### config.mk
export PLATFORM = sky130hd
export DESIGN_NAME = ssi_port
export DESIGN_NICKNAME = d
export VERILOG_FILES = /design/src/rtl/ssi_pkg.sv /design/src/rtl/ssi_baud_gen.sv /design/src/rtl/ssi_edge_sel.sv /design/src/rtl/ssi_shift_engine.sv /design/src/rtl/ssi_port.sv
export SDC_FILE = /design/constraint.sdc
export NUM_CORES = 1
export LEC_CHECK = 0
export BUFFER_PORTS_ARGS = -buffer_cell sky130_fd_sc_hd__buf_2
export CAP_MARGIN = 30
export CORE_UTILIZATION = 25
export DETAILED_ROUTE_END_ITERATION = 10
export SKIP_CTS_REPAIR_TIMING = 1
export SLEW_MARGIN = 10
export SYNTH_ARGS = -nofsm -noshare
export SYNTH_HDL_FRONTEND = slang
export SYNTH_SLANG_ARGS = --single-unit
### constraint.sdc
create_clock -name clk -period 4.9 [get_ports clk]
set_input_delay 0.245 -clock clk [delete_from_list [all_inputs] [get_ports clk]]
set_output_delay 0.245 -clock clk [all_outputs]
set_load 0.02 [all_outputs]
### src/rtl/ssi_pkg.sv
package ssi_pkg;

  localparam int unsigned SSI_MIN_LEN = 8;
  localparam int unsigned SSI_MAX_LEN = 16;
  localparam int unsigned SSI_PRE_W   = 8;

  typedef enum logic [1:0] {
    PRE_DIV1   = 2'd0,
    PRE_DIV8   = 2'd1,
    PRE_DIV32  = 2'd2,
    PRE_DIV256 = 2'd3
  } presc_e;

  // terminal count of the prescaler for each division ratio
  function automatic logic [SSI_PRE_W-1:0] presc_limit(input presc_e sel);
    logic [SSI_PRE_W-1:0] lim;
    case (sel)
      PRE_DIV1:   lim = SSI_PRE_W'(0);
      PRE_DIV8:   lim = SSI_PRE_W'(7);
      PRE_DIV32:  lim = SSI_PRE_W'(31);
      default:    lim = SSI_PRE_W'(255);
    endcase
    return lim;
  endfunction

endpackage

### src/rtl/ssi_baud_gen.sv
module ssi_baud_gen
  import ssi_pkg::*;
#(
  parameter int unsigned RELOAD_W = 8
) (
  input  logic                clk,
  input  logic                rst_n,
  input  logic                run,
  input  logic                idle_lvl,
  input  logic [1:0]          presc_sel,
  input  logic [RELOAD_W-1:0] reload,
  output logic                sclk,
  output logic                tgl
);

  logic [SSI_PRE_W-1:0] pre_q, pre_n;
  logic [RELOAD_W-1:0]  div_q, div_n;
  logic                 sclk_q, sclk_n;
  logic                 tgl_q, tgl_n;
  logic [SSI_PRE_W-1:0] pre_lim;

  assign pre_lim = presc_limit(presc_e'(presc_sel));

  always_comb begin
    pre_n  = pre_q;
    div_n  = div_q;
    sclk_n = sclk_q;
    tgl_n  = 1'b0;
    if (!run) begin
      pre_n  = '0;
      div_n  = reload;
      sclk_n = idle_lvl;
    end else if (pre_q == pre_lim) begin
      pre_n = '0;
      if (div_q == '0) begin
        div_n  = reload;
        sclk_n = ~sclk_q;
        tgl_n  = 1'b1;
      end else begin
        div_n = div_q - RELOAD_W'(1);
      end
    end else begin
      pre_n = pre_q + SSI_PRE_W'(1);
    end
  end

  always_ff @(posedge clk or negedge rst_n) begin
    if (!rst_n) begin
      pre_q  <= '0;
      div_q  <= '0;
      sclk_q <= 1'b1;
      tgl_q  <= 1'b0;
    end else begin
      pre_q  <= pre_n;
      div_q  <= div_n;
      sclk_q <= sclk_n;
      tgl_q  <= tgl_n;
    end
  end

  assign sclk = sclk_q;
  assign tgl  = tgl_q;

  // the divide product is at least 2, so two toggles are never adjacent
  p_toggle_gap_r4: assert property (@(posedge clk) disable iff (!rst_n)
    tgl |=> !tgl);

  // a stopped generator makes no edges
  p_stopped_quiet_r4: assert property (@(posedge clk) disable iff (!rst_n)
    !run |=> !tgl);

endmodule

### src/rtl/ssi_edge_sel.sv
module ssi_edge_sel (
  input  logic clk,
  input  logic rst_n,
  input  logic use_ext,
  input  logic idle_lvl,
  input  logic sclk_ext,
  input  logic int_sclk,
  input  logic int_tgl,
  output logic launch_ev,
  output logic capture_ev
);

  localparam int unsigned SYNC_STAGES = 3;

  logic [SYNC_STAGES-1:0] sync_q, sync_n;
  logic                   ext_lvl, ext_prev, ext_chg;
  logic                   int_chg;

  always_comb begin
    sync_n = {sync_q[SYNC_STAGES-2:0], sclk_ext};
  end

  always_ff @(posedge clk or negedge rst_n) begin
    if (!rst_n) sync_q <= '0;
    else        sync_q <= sync_n;
  end

  assign ext_lvl  = sync_q[SYNC_STAGES-2];
  assign ext_prev = sync_q[SYNC_STAGES-1];
  assign ext_chg  = ext_lvl ^ ext_prev;
  assign int_chg  = int_tgl;

  // leaving the idle level launches, returning to it captures
  always_comb begin
    if (use_ext) begin
      launch_ev  = ext_chg && (ext_lvl != idle_lvl);
      capture_ev = ext_chg && (ext_lvl == idle_lvl);
    end else begin
      launch_ev  = int_chg && (int_sclk != idle_lvl);
      capture_ev = int_chg && (int_sclk == idle_lvl);
    end
  end

  // with the external clock selected, the internal generator is silent
  p_ext_gen_silent_r5: assert property (@(posedge clk) disable iff (!rst_n)
    use_ext |-> !int_tgl);

endmodule

### src/rtl/ssi_shift_engine.sv
module ssi_shift_engine #(
  parameter int unsigned MAX_LEN = 16,
  parameter int unsigned LEN_W   = 5
) (
  input  logic               clk,
  input  logic               rst_n,
  input  logic [LEN_W-1:0]   len_eff,
  input  logic               msb_first,
  input  logic [MAX_LEN-1:0] tx_data,
  input  logic               tx_load,
  input  logic               rx_read,
  input  logic               ovr_clr,
  input  logic               launch_ev,
  input  logic               capture_ev,
  input  logic               sdi,
  output logic               busy,
  output logic               sdo,
  output logic [MAX_LEN-1:0] rx_data,
  output logic               tx_dreq,
  output logic               rx_dreq,
  output logic               rx_ovr
);

  localparam int unsigned IDX_W = $clog2(MAX_LEN);

  logic               busy_q, busy_n;
  logic               phase_q, phase_n;
  logic [LEN_W-1:0]   cnt_q, cnt_n;
  logic [MAX_LEN-1:0] txsh_q, txsh_n;
  logic [MAX_LEN-1:0] rxsh_q, rxsh_n;
  logic [MAX_LEN-1:0] hold_q, hold_n;
  logic               hold_full_q, hold_full_n;
  logic [MAX_LEN-1:0] rxd_q, rxd_n;
  logic               rx_full_q, rx_full_n;
  logic               ovr_q, ovr_n;
  logic               sdo_q, sdo_n;
  logic               txr_q, txr_n;
  logic               rxr_q, rxr_n;

  logic [IDX_W-1:0]   last_idx;
  logic [IDX_W-1:0]   rx_pos;
  logic [MAX_LEN-1:0] rx_tmp;
  logic               last_bit;

  assign last_idx = IDX_W'(len_eff - LEN_W'(1));
  assign rx_pos   = msb_first ? (last_idx - cnt_q[IDX_W-1:0]) : cnt_q[IDX_W-1:0];
  assign last_bit = (cnt_q == (len_eff - LEN_W'(1)));

  always_comb begin
    rx_tmp         = rxsh_q;
    rx_tmp[rx_pos] = sdi;
  end

  always_comb begin
    busy_n      = busy_q;
    phase_n     = phase_q;
    cnt_n       = cnt_q;
    txsh_n      = txsh_q;
    rxsh_n      = rxsh_q;
    hold_n      = hold_q;
    hold_full_n = hold_full_q;
    rxd_n       = rxd_q;
    rx_full_n   = rx_full_q;
    ovr_n       = ovr_q;
    sdo_n       = sdo_q;
    txr_n       = 1'b0;
    rxr_n       = 1'b0;

    if (tx_load && !hold_full_q) begin
      hold_n      = tx_data;
      hold_full_n = 1'b1;
    end
    if (rx_read) rx_full_n = 1'b0;
    if (ovr_clr) ovr_n     = 1'b0;

    if (!busy_q) begin
      if (hold_full_q) begin
        busy_n      = 1'b1;
        phase_n     = 1'b0;
        cnt_n       = '0;
        txsh_n      = hold_q;
        rxsh_n      = '0;
        hold_full_n = 1'b0;
        txr_n       = 1'b1;
      end
    end else if (launch_ev && !phase_q) begin
      sdo_n   = msb_first ? txsh_q[last_idx] : txsh_q[0];
      txsh_n  = msb_first ? (txsh_q << 1) : (txsh_q >> 1);
      phase_n = 1'b1;
    end else if (capture_ev && phase_q) begin
      rxsh_n  = rx_tmp;
      phase_n = 1'b0;
      if (last_bit) begin
        busy_n    = 1'b0;
        rxd_n     = rx_tmp;
        rxr_n     = 1'b1;
        rx_full_n = 1'b1;
        if (rx_full_q && !rx_read) ovr_n = 1'b1;
      end else begin
        cnt_n = cnt_q + LEN_W'(1);
      end
    end
  end

  always_ff @(posedge clk or negedge rst_n) begin
    if (!rst_n) begin
      busy_q      <= 1'b0;
      phase_q     <= 1'b0;
      cnt_q       <= '0;
      txsh_q      <= '0;
      rxsh_q      <= '0;
      hold_q      <= '0;
      hold_full_q <= 1'b0;
      rxd_q       <= '0;
      rx_full_q   <= 1'b0;
      ovr_q       <= 1'b0;
      sdo_q       <= 1'b1;
      txr_q       <= 1'b0;
      rxr_q       <= 1'b0;
    end else begin
      busy_q      <= busy_n;
      phase_q     <= phase_n;
      cnt_q       <= cnt_n;
      txsh_q      <= txsh_n;
      rxsh_q      <= rxsh_n;
      hold_q      <= hold_n;
      hold_full_q <= hold_full_n;
      rxd_q       <= rxd_n;
      rx_full_q   <= rx_full_n;
      ovr_q       <= ovr_n;
      sdo_q       <= sdo_n;
      txr_q       <= txr_n;
      rxr_q       <= rxr_n;
    end
  end

  assign busy    = busy_q;
  assign sdo     = sdo_q;
  assign rx_data = rxd_q;
  assign tx_dreq = txr_q;
  assign rx_dreq = rxr_q;
  assign rx_ovr  = ovr_q;

  // the bit counter never passes the programmed length
  p_cnt_bound_r1: assert property (@(posedge clk) disable iff (!rst_n)
    busy_q |-> (cnt_q < len_eff));

  // the data line moves only after a launch edge of a live transfer
  p_sdo_on_launch_r3: assert property (@(posedge clk) disable iff (!rst_n)
    !$stable(sdo_q) |-> $past(launch_ev && busy_q));

  // the transmit request is one cycle long and opens a transfer
  p_txreq_pulse_r6: assert property (@(posedge clk) disable iff (!rst_n)
    txr_q |=> (!txr_q && busy_q));

  // a receive request is one cycle long and comes with the word finished
  p_rxreq_pulse_r7: assert property (@(posedge clk) disable iff (!rst_n)
    rxr_q |-> (!busy_q && rx_full_q) ##1 !rxr_q);

  // the overrun flag holds until it is cleared
  p_ovr_sticky_r8: assert property (@(posedge clk) disable iff (!rst_n)
    (ovr_q && !ovr_clr) |=> ovr_q);

endmodule

### src/rtl/ssi_port.sv
module ssi_port
  import ssi_pkg::*;
#(
  parameter int unsigned MAX_LEN  = SSI_MAX_LEN,
  parameter int unsigned MIN_LEN  = SSI_MIN_LEN,
  parameter int unsigned RELOAD_W = 8,
  parameter int unsigned LEN_W    = $clog2(MAX_LEN + 1)
) (
  input  logic                clk,
  input  logic                rst_n,
  input  logic                cfg_ext_clk,
  input  logic                cfg_clk_pol,
  input  logic                cfg_msb_first,
  input  logic [LEN_W-1:0]    cfg_len,
  input  logic [1:0]          cfg_presc,
  input  logic [RELOAD_W-1:0] cfg_reload,
  input  logic [MAX_LEN-1:0]  tx_data,
  input  logic                tx_load,
  input  logic                rx_read,
  input  logic                ovr_clr,
  input  logic                sclk_in,
  input  logic                sdi,
  output logic                sclk_out,
  output logic                sdo,
  output logic [MAX_LEN-1:0]  rx_data,
  output logic                tx_dreq,
  output logic                rx_dreq,
  output logic                rx_ovr
);

  logic [LEN_W-1:0] len_eff;
  logic             idle_lvl;
  logic             busy;
  logic             gen_run;
  logic             int_sclk, int_tgl;
  logic             launch_ev, capture_ev;

  always_comb begin
    if (cfg_len < LEN_W'(MIN_LEN))      len_eff = LEN_W'(MIN_LEN);
    else if (cfg_len > LEN_W'(MAX_LEN)) len_eff = LEN_W'(MAX_LEN);
    else                                len_eff = cfg_len;
  end

  assign idle_lvl = ~cfg_clk_pol;
  assign gen_run  = busy & ~cfg_ext_clk;
  assign sclk_out = int_sclk;

  ssi_baud_gen #(
    .RELOAD_W (RELOAD_W)
  ) u_baud (
    .clk       (clk),
    .rst_n     (rst_n),
    .run       (gen_run),
    .idle_lvl  (idle_lvl),
    .presc_sel (cfg_presc),
    .reload    (cfg_reload),
    .sclk      (int_sclk),
    .tgl       (int_tgl)
  );

  ssi_edge_sel u_edge (
    .clk        (clk),
    .rst_n      (rst_n),
    .use_ext    (cfg_ext_clk),
    .idle_lvl   (idle_lvl),
    .sclk_ext   (sclk_in),
    .int_sclk   (int_sclk),
    .int_tgl    (int_tgl),
    .launch_ev  (launch_ev),
    .capture_ev (capture_ev)
  );

  ssi_shift_engine #(
    .MAX_LEN (MAX_LEN),
    .LEN_W   (LEN_W)
  ) u_engine (
    .clk        (clk),
    .rst_n      (rst_n),
    .len_eff    (len_eff),
    .msb_first  (cfg_msb_first),
    .tx_data    (tx_data),
    .tx_load    (tx_load),
    .rx_read    (rx_read),
    .ovr_clr    (ovr_clr),
    .launch_ev  (launch_ev),
    .capture_ev (capture_ev),
    .sdi        (sdi),
    .busy       (busy),
    .sdo        (sdo),
    .rx_data    (rx_data),
    .tx_dreq    (tx_dreq),
    .rx_dreq    (rx_dreq),
    .rx_ovr     (rx_ovr)
  );

  // the clamped length always lies inside the legal window
  p_len_window_r1: assert property (@(posedge clk) disable iff (!rst_n)
    (len_eff >= LEN_W'(MIN_LEN)) && (len_eff <= LEN_W'(MAX_LEN)));

  // no edge event is derived while idle from the internal generator
  p_no_int_edge_idle_r5: assert property (@(posedge clk) disable iff (!rst_n)
    (!busy && !cfg_ext_clk && $past(!busy)) |-> !(launch_ev || capture_ev));

endmodule

Yosys cells after proc, flatten, opt, wreduce, memory -nomap -nowiden
Cells that the tools add are included.

Reduce and logical (&&, ||, !) cells: 22. Shifts and indexed selects: 0. Magnitude comparators: 5. Bitwise logic cells: 6. $add $sub $neg: 5. Equality and inequality tests: 15. Multipliers: 0. Multiplexer cells: 64. Divide/modulo/power cells: 0.

Operator list (number): two-way mux 16 bit (8); two-way mux 8 bit (5); two-way mux 1 bit (39); two-way mux 5 bit (7); one-hot mux 8 bit (3 select lines) (1); bitwise mux 16 bit (1); != test 2 bit, second input constant (6); < comparator 4 x 5 -> 1 bit, second input constant (2); logical AND 1 bit (9); adder 8 x 1 -> 8 bit, second input constant (1); equality test 8 bit (1); zero test 8 bit (1); AND reduction 2 bit (4); AND reduction 4 bit (2); subtractor 8 x 1 -> 8 bit, second input constant (1); adder 5 x 1 -> 5 bit, second input constant (1); equality test 5 bit (1); > comparator 5 bit, second input constant (1); < comparator 5 x 4 -> 1 bit, second input constant (1); subtractor 5 x 1 -> 5 bit, second input constant (1); binary-select mux 1 bit (select 4 bit) (1); demux 1 bit (select 4 bit) (1); greater-or-equal comparator 4 x 1 -> 1 bit, second input constant (1); two-way mux 4 bit (1); other kinds (13) (20).

Flip-flop bits (word level): 98. Bits in latches: 0. Logic and storage cells: 135. Memories: 0. Output and inout port bits: 21. Bits in writable memories: 0. Memory bits (read-only): 0.

Logic depth before layout (Yosys ltp)
Depth after elaboration: 14. Gate-level depth with buffers: 13. Depth with buffers taken out: 12.

Hierarchy
Synthesis repeated with hierarchy kept, for this count alone.

Cell total of the unflattened synthesis: 615. Area, all modules: 5808.1 um^2.

By module, submodules not included: ssi_shift_engine (times used 1, seq. area each 1928.1 um^2, area each 4585.6 um^2, cells each 482); ssi_baud_gen (times used 1, seq. area each 451.7 um^2, area each 1048.5 um^2, cells each 115); ssi_edge_sel (times used 1, seq. area each 75.1 um^2, area each 130.1 um^2, cells each 11); ssi_port (times used 1, seq. area each 0.0 um^2, area each 43.8 um^2, cells each 7).

Worst setup path after synthesis
OpenSTA, ideal clock, no wires.

Path kind: input port to flip-flop. From: in cfg_len[3]. To: reg u_engine.rxsh_q[10]. Data required time: 4779 ps. Library setup time: 121 ps. Buffers on the path: 1. Setup slack: 1845 ps. Data arrival time: 2934 ps. Stages: 13. Path through: nor2b_1 -> nand2_1 -> ha_1 -> inv_1 -> ha_1 -> nand3b_1 -> nand2_1 -> xor2_1 -> and2_1 -> buf_4 -> mux2i_1 -> o22ai_1 -> a22o_1.

Cells in the longest elaborated chain, start to end: 14.

RTL lines: from (decl) (RTL line ssi_port.sv:14) `input logic [LEN_W-1:0] cfg_len,`; > comparator 5 bit (RTL line ssi_port.sv:40) `else if (cfg_len > LEN_W'(MAX_LEN)) len_eff = LEN_W'(MAX_LEN);`; two-way mux 5 bit (RTL line ssi_port.sv:40); two-way mux 5 bit (*) (RTL line ssi_port.sv:39) `if (cfg_len < LEN_W'(MIN_LEN)) len_eff = LEN_W'(MIN_LEN);`; subtractor 5 x 1 -> 5 bit (*); subtractor 4 bit (*) (RTL line ssi_shift_engine.sv:46) `assign rx_pos = msb_first ? (last_idx - cnt_q[IDX_W-1:0]) : cnt_q[IDX_W-1:0];`; two-way mux 4 bit (*) (RTL line ssi_shift_engine.sv:46); < comparator 4 x 5 -> 1 bit (implied by the code) or greater-or-equal comparator 4 x 1 -> 1 bit (tied branches) (RTL line ssi_shift_engine.sv:51) `rx_tmp[rx_pos] = sdi;`; logical AND 1 bit (implied by the code) (RTL line ssi_shift_engine.sv:51); two-way mux 1 bit (implied by the code) (RTL line ssi_shift_engine.sv:51); demux 1 bit (select 4 bit) (*); bitwise mux 16 bit (*) (RTL line ssi_shift_engine.sv:51); two-way mux 16 bit (*) (RTL line ssi_shift_engine.sv:90) `end else if (capture_ev && phase_q) begin`; two-way mux 16 bit (*) (RTL line ssi_shift_engine.sv:86) `end else if (launch_ev && !phase_q) begin`; two-way mux 16 bit (*) (RTL line ssi_shift_engine.sv:76) `if (!busy_q) begin`; to (signal assigned) (RTL line ssi_shift_engine.sv:125) `rxsh_q <= rxsh_n;`; to (decl) (RTL line ssi_shift_engine.sv:30) `logic [MAX_LEN-1:0] rxsh_q, rxsh_n;`.

Every way passes the cells marked *; elsewhere a longest branch is shown, timed or not. The select of a mux whose other input is x is not followed. A chain may end at the register's enable or synchronous reset.

Worst setup path in the final report
From: in cfg_len[4]. To: reg u_engine.rxsh_q[9].

The elaborated chain is that of the path after synthesis.

==> Flow_metrics.wiki <==
{| class="wikitable"
! Metric !! Value
|-
| Outcome || finished with violations
|-
| Violations in the final reports || negative hold slack
|-
| Number of enable-type register cells in the synthesized netlist || 0
|-
| Sequential standard cell area || 2450 sq um
|-
| Placed cell count || 881
|-
| Wire length of the first global-routing pass || 21700 um
|-
| Total Power || 0.00253 W
|-
| IO Port Bufs || 61
|-
| Filler Cells Inserted || 2236
|-
| Clock tree from TritonCTS || done
|-
| Max-slew headroom at the worst pin || 38.6%
|-
| Worst hold-check slack || -0.0157 ns
|-
| Detail-routed via count per cell || 4.80
|-
| Period Utilization, post-route || 70.3%
|-
| Most common library cell in the layout ignoring fill and taps || dfrtp_1
|-
| Max Cap Viol || 0
|-
| Post-synthesis average cell area || 9.45 sq um
|-
| Worst flop-to-flop path endpoint || u_engine.rxsh_q[9]
|-
| Kind of critical path || input port to register
|-
| Number of standard cells in the layout, taps in and fillers out || 899
|-
| Clock Root Buffer || clkbuf_16
|-
| Class of the worst hold path || input port to asynchronous set/reset pin
|-
| Power per cell area || 400 nW/um^2
|-
| Data required time at the worst endpoint || 5.13 ns
|-
| Num Clock Sinks || 98
|-
| Global-route congestion overflow total || 0
|-
| Max FO, Critical Path || 8
|-
| Unrepaired setup endpoints after global routing || false
|-
| Static Leakage || 2.78 nW
|-
| Reg-to-reg setup timing slack || 1.89 ns
|-
| Post-placement worst setup slack || 1.08 ns
|-
| Post-detailed-route count of antenna-violating nets || 0
|-
| Commonest non-fill, non-tap cells in the layout || dfrtp_1 (96), nand2_1 (67), buf_2 (60)
|-
| Pin count of the biggest net entering global routing || 64
|-
| Post-Layout Inst Area || 6310 sq um
|-
| Worst skew pair latency || 0.36 ns
|-
| Layout overhead on the synthesized area || 17.0%
|-
| Total vias in the final route || 4319
|-
| Via count of the first global-routing pass || 4065
|-
| Fraction of layout instances using a drive strength above 1 || 17.6%
|-
| HPWL after detailed placement || 9080 um
|-
| Maximum level of the CTS H-tree || 3
|-
| Synthesized net count || 621
|-
| Clock transition at the registers of the reported paths || 0.07 ns
|-
| Number of distinct library cells after synthesis || 64
|-
| Number of cells traversed by the worst register-to-register path || 9
|-
| Ys Warns || 0
|-
| Buffer levels on the longest clock path || 2
|-
| Worst Setup Start Kind || input port
|-
| Gate Count Post-Synth || 571
|-
| Number of setup violations in the final report || 0
|-
| Achievable Freq || 290 MHz
|-
| Placer Congestion || 0.820
|-
| Portion of the post-synthesis area used by sequential elements || 45.5%
|-
| Final Slew Violations || 0
|-
| Count of unresolved DRC violations after routing || 0
|-
| Total die area || 22200 sq um
|-
| Routed WL per cell || 14.5 um
|-
| Synthesized cell area || 5400 sq um
|-
| Standard-cell row count || 53
|-
| Starting DRC count in detailed routing || 280
|-
| Min cycle time layout || 3.44 ns
|-
| Number of top-level design ports || 62
|-
| Number of storage elements in the synthesis netlist || 98
|-
| Die Wd || 149 um
|-
| Die H || 149 um
|-
| Post-layout nets || 669
|-
| Antenna violations before repair || 0
|-
| Transition time at the pin with the least slew margin || 0.919 ns
|-
| CP endpoint kind || register
|-
| Post-Place Cell Area || 5950 sq um
|-
| TritonCTS buffer count || 9
|-
| Share of synthesized flip-flops with an asynchronous set or reset || 100%
|-
| Main flop type after synthesis || dfrtp_1
|-
| Total global routing track utilization || 12.5%
|-
| Signal arrival time at the worst endpoint || 3.67 ns
|-
| Worst flop-to-flop path startpoint || u_engine.cnt_q[2]
|-
| PnR worst setup slack || 1.46 ns
|-
| Largest voltage drop on the vdd net || 203 uV
|-
| Area taken by multi-input logic gates || 2750 sq um
|-
| Effective utilization at floorplan || 25.6%
|-
| Clk_skew || 0.0106 ns
|-
| Core Box Area || 21100 sq um
|-
| Number of endpoints with negative hold slack in the final report || 15
|-
| Total wire length after detailed routing || 13000 um
|-
| Accumulated negative setup slack || 0 ns
|-
| Count of inserted antenna diode cells || 0
|-
| Pre-antenna DRT Iters || 4
|}
-- layer usage --
layer | track usage [%] | wire [um]
met5 | 0 | 0
met4 | 2.76 | 99
met3 | 3.36 | 472
met2 | 18.7 | 5700
met1 | 17.8 | 6770
-- state kept, by name, indices dropped and copies added, names as in the netlist --
register	cells
u_baud.sclk	1
u_engine.cnt_q	5
u_engine.txsh_q	16
u_baud.tgl	1
u_engine.busy	1
u_engine.rx_data	16
u_engine.rx_ovr	1
u_baud.div_q	8
u_engine.hold_q	16
u_baud.pre_q	8
u_engine.sdo	1
u_engine.rx_dreq	1
u_engine.phase_q	1
u_edge.sync_q	3
u_engine.hold_full_q	1
u_engine.tx_dreq	1
u_engine.rxsh_q	16
u_engine.rx_full_q	1
-- synthesized netlist by cell type (all sizes together) (3+ instances only) --
library cell  number  share of area, %
ha                 8               1.9
or3               10               1.3
dfrtp             96                45
o21bai             4              0.56
mux2              16               3.3
nand3             10              0.93
buf                8              0.86
o2bb2ai            3              0.49
nand4              3              0.35
mux4               4               1.7
xnor2             12               1.9
xor2               5              0.81
a22o              10               1.6
nor3b              5              0.70
inv               14              0.97
clkbuf            23               1.6
mux2i             29               5.4
o211ai             6              0.83
a211oi             6              0.83
a21oi             39               3.9
and3               7              0.81
a22oi              3              0.42
o21ai             53               4.9
nand2b            11               1.3
and2               5              0.58
nor2b              3              0.35
nor2              49               3.4
nor3              12               1.1
a31oi              6              0.70
nand2             67               4.7
o22ai              9               1.0
nand3b             4              0.56
-- area by class of cell --
type                       count  area share (%)
sequential                    98            38.9
clock buffer                  10            3.63
inverter                      15           0.911
tap                          275            5.45
timing repair buffer          68            5.75
clock inverter                 6            1.82
multi-input combinational    427            43.6
-- power by group --
part	internal [W]	switching [W]	total, W	leakage [nW]
sequential	0.000950	0.000117	0.00107	1.25
combinational	0.000265	0.000370	0.000635	1.36
clock	0.000501	0.000325	0.000826	0.163
-- worst max path at each step --
stage                     endpoint  cells past startpoint       start
6_report        u_engine.rxsh_q[9]                     13  cfg_len[4]
5_1_grt        u_engine.rx_data[6]                     13  cfg_len[3]
4_1_cts         u_engine.rxsh_q[9]                     13  cfg_len[3]
3_5_place_dp    u_engine.rxsh_q[9]                     13  cfg_len[3]
3_3_place_gp    u_engine.rxsh_q[9]                     13  cfg_len[3]
2_1_floorplan  u_engine.rxsh_q[10]                     13  cfg_len[3]
-- cell families (layout without fill, tap and decap cells) --
group / after synthesis / count (layout) / synth area share [%]
adders and majority gates: 9 / 9 / 2.23
buffers and inverters: 46 / 99 / 3.52
DFF: 98 / 98 / 45.5
muxes: 49 / 49 / 10.5
xor gates and xnor gates: 17 / 17 / 2.76
AOI/OAI and AO/OA: 157 / 157 / 18.3
and+or+nand+nor: 195 / 195 / 17.3
-- critical path, stage by stage --
cell and delay, ns:
buf_2 0.14, nor2b_1 0.28, nand2_1 0.23, ha_1 0.50, inv_1 0.12, ha_1 0.31
nand3b_1 0.08, nand2_1 0.17, xor2_1 0.40, and2_1 0.44, xnor2_1 0.26, o311ai_0 0.40
o21ai_1 0.11
-- stage by stage --
stage / util, % / hold WS [ns]
2_1_floorplan: - / -0.0506
3_3_place_gp: 28.2 / 0.356
3_5_place_dp: 28.2 / 0.356
4_1_cts: 29.9 / -0.00823
5_1_grt: 29.9 / 0.0578
6_report: 29.9 / -0.0157
No activity file was read; power rests on OpenSTA's default activity.
